File: src/rtl/perm_counter_pkg.sv
package perm_counter_pkg;
  localparam int unsigned STATE_W = 3;
  localparam int unsigned NUM_CODES = 1 << STATE_W;
  typedef logic [STATE_W-1:0] state_t;
  localparam state_t CODE_ZERO = '0;
  localparam state_t CODE_LAST = state_t'(1);
endpackage

File: src/rtl/perm_next_logic.sv
module perm_next_logic
  import perm_counter_pkg::*;
(
  input  state_t cur,
  output state_t nxt
);
  logic b2, b1, b0;
  assign b2 = cur[2];
  assign b1 = cur[1];
  assign b0 = cur[0];

  // Bit 2: true for codes 0, 4, 5, 7
  assign nxt[2] = (~b1 & ~b0) | (b2 & b0);
  // Bit 1: true for codes 0, 3, 5, 6 (odd parity inverted)
  assign nxt[1] = (~b2 & ~b1 & ~b0) | (~b2 & b1 & b0)
                | ( b2 & ~b1 & b0)  | ( b2 & b1 & ~b0);
  // Bit 0: true for even codes
  assign nxt[0] = ~b0;
endmodule

File: src/rtl/perm_state_reg.sv
module perm_state_reg #(
  parameter int unsigned W = 3
) (
  input  logic         clk,
  input  logic         rst,
  input  logic         en,
  input  logic [W-1:0] d,
  output logic [W-1:0] q
);
  for (genvar i = 0; i < W; i++) begin : g_bit
    logic bit_q;
    always_ff @(posedge clk) begin
      if (rst)     bit_q <= 1'b0;
      else if (en) bit_q <= d[i];
    end
    assign q[i] = bit_q;
  end
endmodule

File: src/rtl/perm_wrap_detect.sv
module perm_wrap_detect #(
  parameter int unsigned W = 3,
  parameter logic [W-1:0] FROM_CODE = 1
) (
  input  logic         clk,
  input  logic         rst,
  input  logic         en,
  input  logic [W-1:0] cur,
  output logic         wrap
);
  logic wrap_q;
  always_ff @(posedge clk) begin
    if (rst) wrap_q <= 1'b0;
    else     wrap_q <= en && (cur == FROM_CODE);
  end
  assign wrap = wrap_q;
endmodule

File: src/rtl/perm_counter.sv
module perm_counter
  import perm_counter_pkg::*;
(
  input  logic               clk,
  input  logic               rst,
  input  logic               en,
  output logic [STATE_W-1:0] q,
  output logic               wrap
);
  state_t state;
  state_t next_state;

  perm_next_logic u_next (
    .cur (state),
    .nxt (next_state)
  );

  perm_state_reg #(.W(STATE_W)) u_reg (
    .clk (clk),
    .rst (rst),
    .en  (en),
    .d   (next_state),
    .q   (state)
  );

  perm_wrap_detect #(.W(STATE_W), .FROM_CODE(CODE_LAST)) u_wrap (
    .clk  (clk),
    .rst  (rst),
    .en   (en),
    .cur  (state),
    .wrap (wrap)
  );

  assign q = state;
endmodule

File: config.mk
export PLATFORM = sky130hd
export DESIGN_NAME = perm_counter
export DESIGN_NICKNAME = d
export VERILOG_FILES = /design/src/rtl/perm_counter_pkg.sv /design/src/rtl/perm_next_logic.sv /design/src/rtl/perm_state_reg.sv /design/src/rtl/perm_wrap_detect.sv /design/src/rtl/perm_counter.sv
export SDC_FILE = /design/constraint.sdc
export NUM_CORES = 1
export LEC_CHECK = 0
export BUFFER_PORTS_ARGS = -buffer_cell sky130_fd_sc_hd__buf_4
export CORE_AREA = 10 10 47 49
export CTS_BUF_LIST = sky130_fd_sc_hd__clkbuf_4 sky130_fd_sc_hd__clkbuf_8 sky130_fd_sc_hd__clkbuf_16
export CTS_CLUSTER_SIZE = 16
export DETAILED_ROUTE_END_ITERATION = 7
export DIE_AREA = 0 0 57 59
export GPL_TIMING_DRIVEN = 1
export PLACE_DENSITY = 0.31
export REMOVE_ABC_BUFFERS = 1
export SLEW_MARGIN = 20
export SYNTH_ARGS = -nofsm -noshare
export SYNTH_HDL_FRONTEND = slang
export SYNTH_SLANG_ARGS = --single-unit
File: constraint.sdc
create_clock -name clk -period 2.15 [get_ports clk]
set_input_delay 0.3225 -clock clk [delete_from_list [all_inputs] [get_ports clk]]
set_output_delay 0.3225 -clock clk [all_outputs]
set_load 0.02 [all_outputs]
# ---- Word-level counts from Yosys, hierarchy flattened
# Index checks and enable logic that the tools add are counted.
# W data, S select, Z words.
dict set report word_totals {
  register_bits 4
  latch_bits 0
  mem_bits_rw 0
  mem_bits_ro 0
  in_bits 3
  elab_cells 23
  mem_count 0
}
dict set report classes {
  addsub 0
  n_mul 0
  div_mod_pow 0
  order_cmp 0
  eq_ne 1
  shift 0
  n_mux 0
  bitwise_logic 17
  n_reduce_logical 1
}
# operator n
set op_table {}
lappend op_table {{$and A1 B1 Y1} 10}
lappend op_table {{$or A1 B1 Y1} 4}
lappend op_table {{$eq A3 B1 Y1 const B} 1}
lappend op_table {{$not A1 Y1} 3}
lappend op_table {{$logic_and A1 B1 Y1} 1}

# ---- Logic depth before layout (Yosys ltp)
dict set report logic_depth {
  ltp_word 6
  mapped_depth 3
}

# ---- Hierarchy
# From an unflattened synthesis, not the netlist that was laid out.
dict set report hier_totals {
  hier_cells 20
  area_unflattened_um2 190.2
}
# module instances cells_each area_each_um2
set by_module_without_submodules {}
lappend by_module_without_submodules {perm_state_reg 1 12 123.9}
lappend by_module_without_submodules {perm_wrap_detect 1 3 36.3}
lappend by_module_without_submodules {perm_next_logic 1 5 30.0}

# ---- Least setup slack after synthesis
# No wires, ideal clock.
dict set report synth_path {
  kind {register -> register}
  from {register u_reg.g_bit[0].bit_q}
  to {register u_reg.g_bit[1].bit_q}
  setup_ps 116
  arrival_time_ps 804
  required_ps 2034
  path_slack_ps 1229
  path_stages_with_launch 4
  cell_sequence {dfxtp_1 > xnor2_1 > a21oi_1 > a31o_2}
}
dict set report synth_between {
  elab_chain_cells 5
  elab_cells_between_ends 8
  cone_classes {8 x bitwise}
}
# item line_no
set synth_lines {}
lappend synth_lines {{from (decl)} perm_state_reg.sv:11} ;# logic bit_q;
lappend synth_lines {{from (signal assigned)} perm_state_reg.sv:14} ;# else if (en) bit_q <= d[i];
lappend synth_lines {{$not A1 Y1} {perm_next_logic.sv:15, perm_next_logic.sv:16}}
lappend synth_lines {{$and A1 B1 Y1} perm_next_logic.sv:15} ;# assign nxt[1] = (~b2 & ~b1 & ~b0) | (~b2 & b1 & b0)
lappend synth_lines {{$or A1 B1 Y1} perm_next_logic.sv:15}
lappend synth_lines {{$or A1 B1 Y1} perm_next_logic.sv:16} ;# | ( b2 & ~b1 & b0) | ( b2 & b1 & ~b0);
lappend synth_lines {{$or A1 B1 Y1 (*)} perm_next_logic.sv:16}
lappend synth_lines {{to (signal assigned)} perm_state_reg.sv:14}
lappend synth_lines {{to (decl)} perm_state_reg.sv:11}
# Mark *: on every way between the ends. The rest lies on a longest branch, timed or not.
# A chain may end at the register's enable or synchronous reset.

# ---- Final worst setup path
dict set report layout_path {
  from {register u_reg.g_bit[0].bit_q}
  to {output q[0]}
}
# item line_no
set layout_lines {}
lappend layout_lines {{to (decl)} perm_counter.sv:7} ;# output logic [STATE_W-1:0] q,
# No word-level cell between the ends.

==> metrics.yaml <==
vias_per_cell: 3.762
end_kind: "primary output"
drive_gt1_frac: 0.3846
grt_pass1_wl_um: 655
critical-path-top-delay-family: "flip-flops"
grt_pass1_vias: 161
drc: 0
setup_viol: 0
die_w_um: 57
drv_slew: 0
p_leak_nw: 0.1007
tritoncts: "yes"
wl_per_cell_um: 10.29
cts.clk_slew.worst_paths_ns: 0.04
clockBufferDepth: 2
fin_area_um2: 244.0
crit_fanout: 6
grt_util_all_layers: 0.02719
portBuffers: 6
cts_buffers: 3
synth_seq_cells: 4
drt_pre_antenna_iters: 3
clock-skew-final_ns: 0.01037
rsz0062_at_grt: "false"
clockRootBuffer: "clkbuf_4"
worstSkewPairLatency_ns: 0.24
layout.nets: 31
start_kind: "flop"
die_h_um: 59
share_comb_of_total_power: 0.170
clock-sinks: 4
worstMarginPinSlew_ns: 0.2042
ant_nets: 0
finalCriticalPeriod_ns: 1.148
maxCapViolCount: 0
start_util: 0.1277
status: "finished clean"
critPathRequiredTime_ns: 1.83
avgSynthCellArea_um2: 8.946
synthesis.area_um2: 178.9
fin_crit_sh: 0.5341
max_freq_ghz: 0.8708
hold_class: "primary input to flop"
antenna_found_initial: 0
pwr-share-seq: 0.401
post_cts_buffers: 0
critPathBufInv: 1
synth_area_leaders: "dfxtp_1 45%, buf_4 13%, nand2b_1 10%"
clkPwrFrac: 0.429
ioPinCount: 7
reg2reg_slack_ns: 1.16
power.density_nw_per_um2: 907.1
crit_slowest_cell: "dfxtp_1"
seq_area_frac_synth: 0.4476
grt-ovfl-total: 0
hold_violations: 0
rows: 14
dr.first_iter.drc_count: 3
core_area_um2: 1401
peakVddDrop_mv: 0.2155
dieArea_um2: 3363
areaGrowthSynthToFinish_pct: 36.36
setup_tns_ns: 0
grt_max_degree: 7
dpl_worst_slack_ns: 1.154
fin_ws_ns: 1.002
placed_area_um2: 221.5
cts_resized: 0
crit_chain: "buf_4"
cts_hold_buf: 0
power.share.switching: 0.2671
intPower_w: 0.0001622
n_antenna_cell: 0
switching_power_w: 0.00005912
critical_path_arrival_ns: 0.83
via_count: 158
place.gp.congestion: 0.7021
maxSlewHeadroom: 0.8637
synth_top_area_frac: 0.4476
synth_largest_area_cell: "dfxtp_1"
netlist_instances: 20
dp_hpwl_um: 324.9
ys_warn_count: 0
worst-setup-path-type: "flop to primary output"
cts-htree-levels: 1
drt-total-wl_um: 432
cp_slowest_stage_delay_ns: 0.42
synth.distinct_cells: 10
==> path summary, 6_finish.rpt <==
check             cells after the start              endpoint            startpoint
hold reg to reg                       1           u_wrap.wrap                  flop
setup reg to reg                      3  u_reg.g_bit[1].bit_q  u_reg.g_bit[0].bit_q
hold / removal                        2           u_wrap.wrap                   rst
setup / recovery                      1                  q[0]  u_reg.g_bit[0].bit_q
==> logic make-up (layout without fill, tap and decap cells) <==
group	Yosys count	in the layout	synth area share
flip-flops	4	4	0.4476
AO/OA/AOI/OAI	4	4	0.1329
XOR/XNOR	1	1	0.04896
buffers and inverters	3	9	0.1259
AND/OR/NAND/NOR	8	8	0.2448
==> power by group through the flow <==
stage / clock network (W) / logic [W] / registers [W]
3_5_place_dp: 0 / 0.0000382 / 0.0000897
3_3_place_gp: 0 / 0.0000378 / 0.0000896
2_1_floorplan: 0 / 0.0000137 / 0.0000961
4_1_cts: 0.0000990 / 0.0000383 / 0.0000885
5_1_grt: 0.000105 / 0.0000415 / 0.0000895
6_report: 0.0000950 / 0.0000377 / 0.0000887
==> cells in the mapped netlist, drive strengths merged <==
| library cell | n |
|---|---|
| nor2 | 2 |
| nor3b | 1 |
| dfxtp | 4 |
| xnor2 | 1 |
| nor4 | 1 |
| a31o | 1 |
| a21oi | 3 |
| nand2 | 1 |
| buf | 3 |
| nand2b | 3 |
==> cell usage in the layout, fill, tap and decap left out, drive strengths merged <==
cell    n
a21oi   3
buf     6
dfxtp   4
a31o    1
clkbuf  3
nor3b   1
xnor2   1
nor4    1
nor2    2
nand2b  3
nand2   1
==> metrics by stage <==
stage	total power, W	hold slack [ns]	instances	util
after detailed placement	0.0001279	0.4877	39	0.1580
final	0.0002213	0.2837	42	0.1741
after floorplan	0.0001098	0.3916	17	-
after global routing	0.0002358	0.2787	42	0.1741
after global placement	0.0001275	0.4964	39	0.1580
after CTS	0.0002258	0.2739	42	0.1741
==> layout make-up <==
class / instances / area, µm²
fill: 168 / 1157
timing repair buffer: 6 / 45.04
tap: 16 / 20.02
sequential: 4 / 80.08
multi-input combinational: 13 / 76.32
clock buffer: 3 / 22.52
==> per-layer routing <==
layer | track usage | share of wire | vias up | routed length (µm)
met2 | 0.03721 | 0.47 | 4 | 204
met5 | 0 | 0 | - | 0
met4 | 0.04027 | 0.0093 | 0 | 4
met3 | 0.02146 | 0.11 | 2 | 49
li1 | - | - | 78 | -
met1 | 0.02012 | 0.40 | 74 | 173
(Power assumes the default switching activity.)
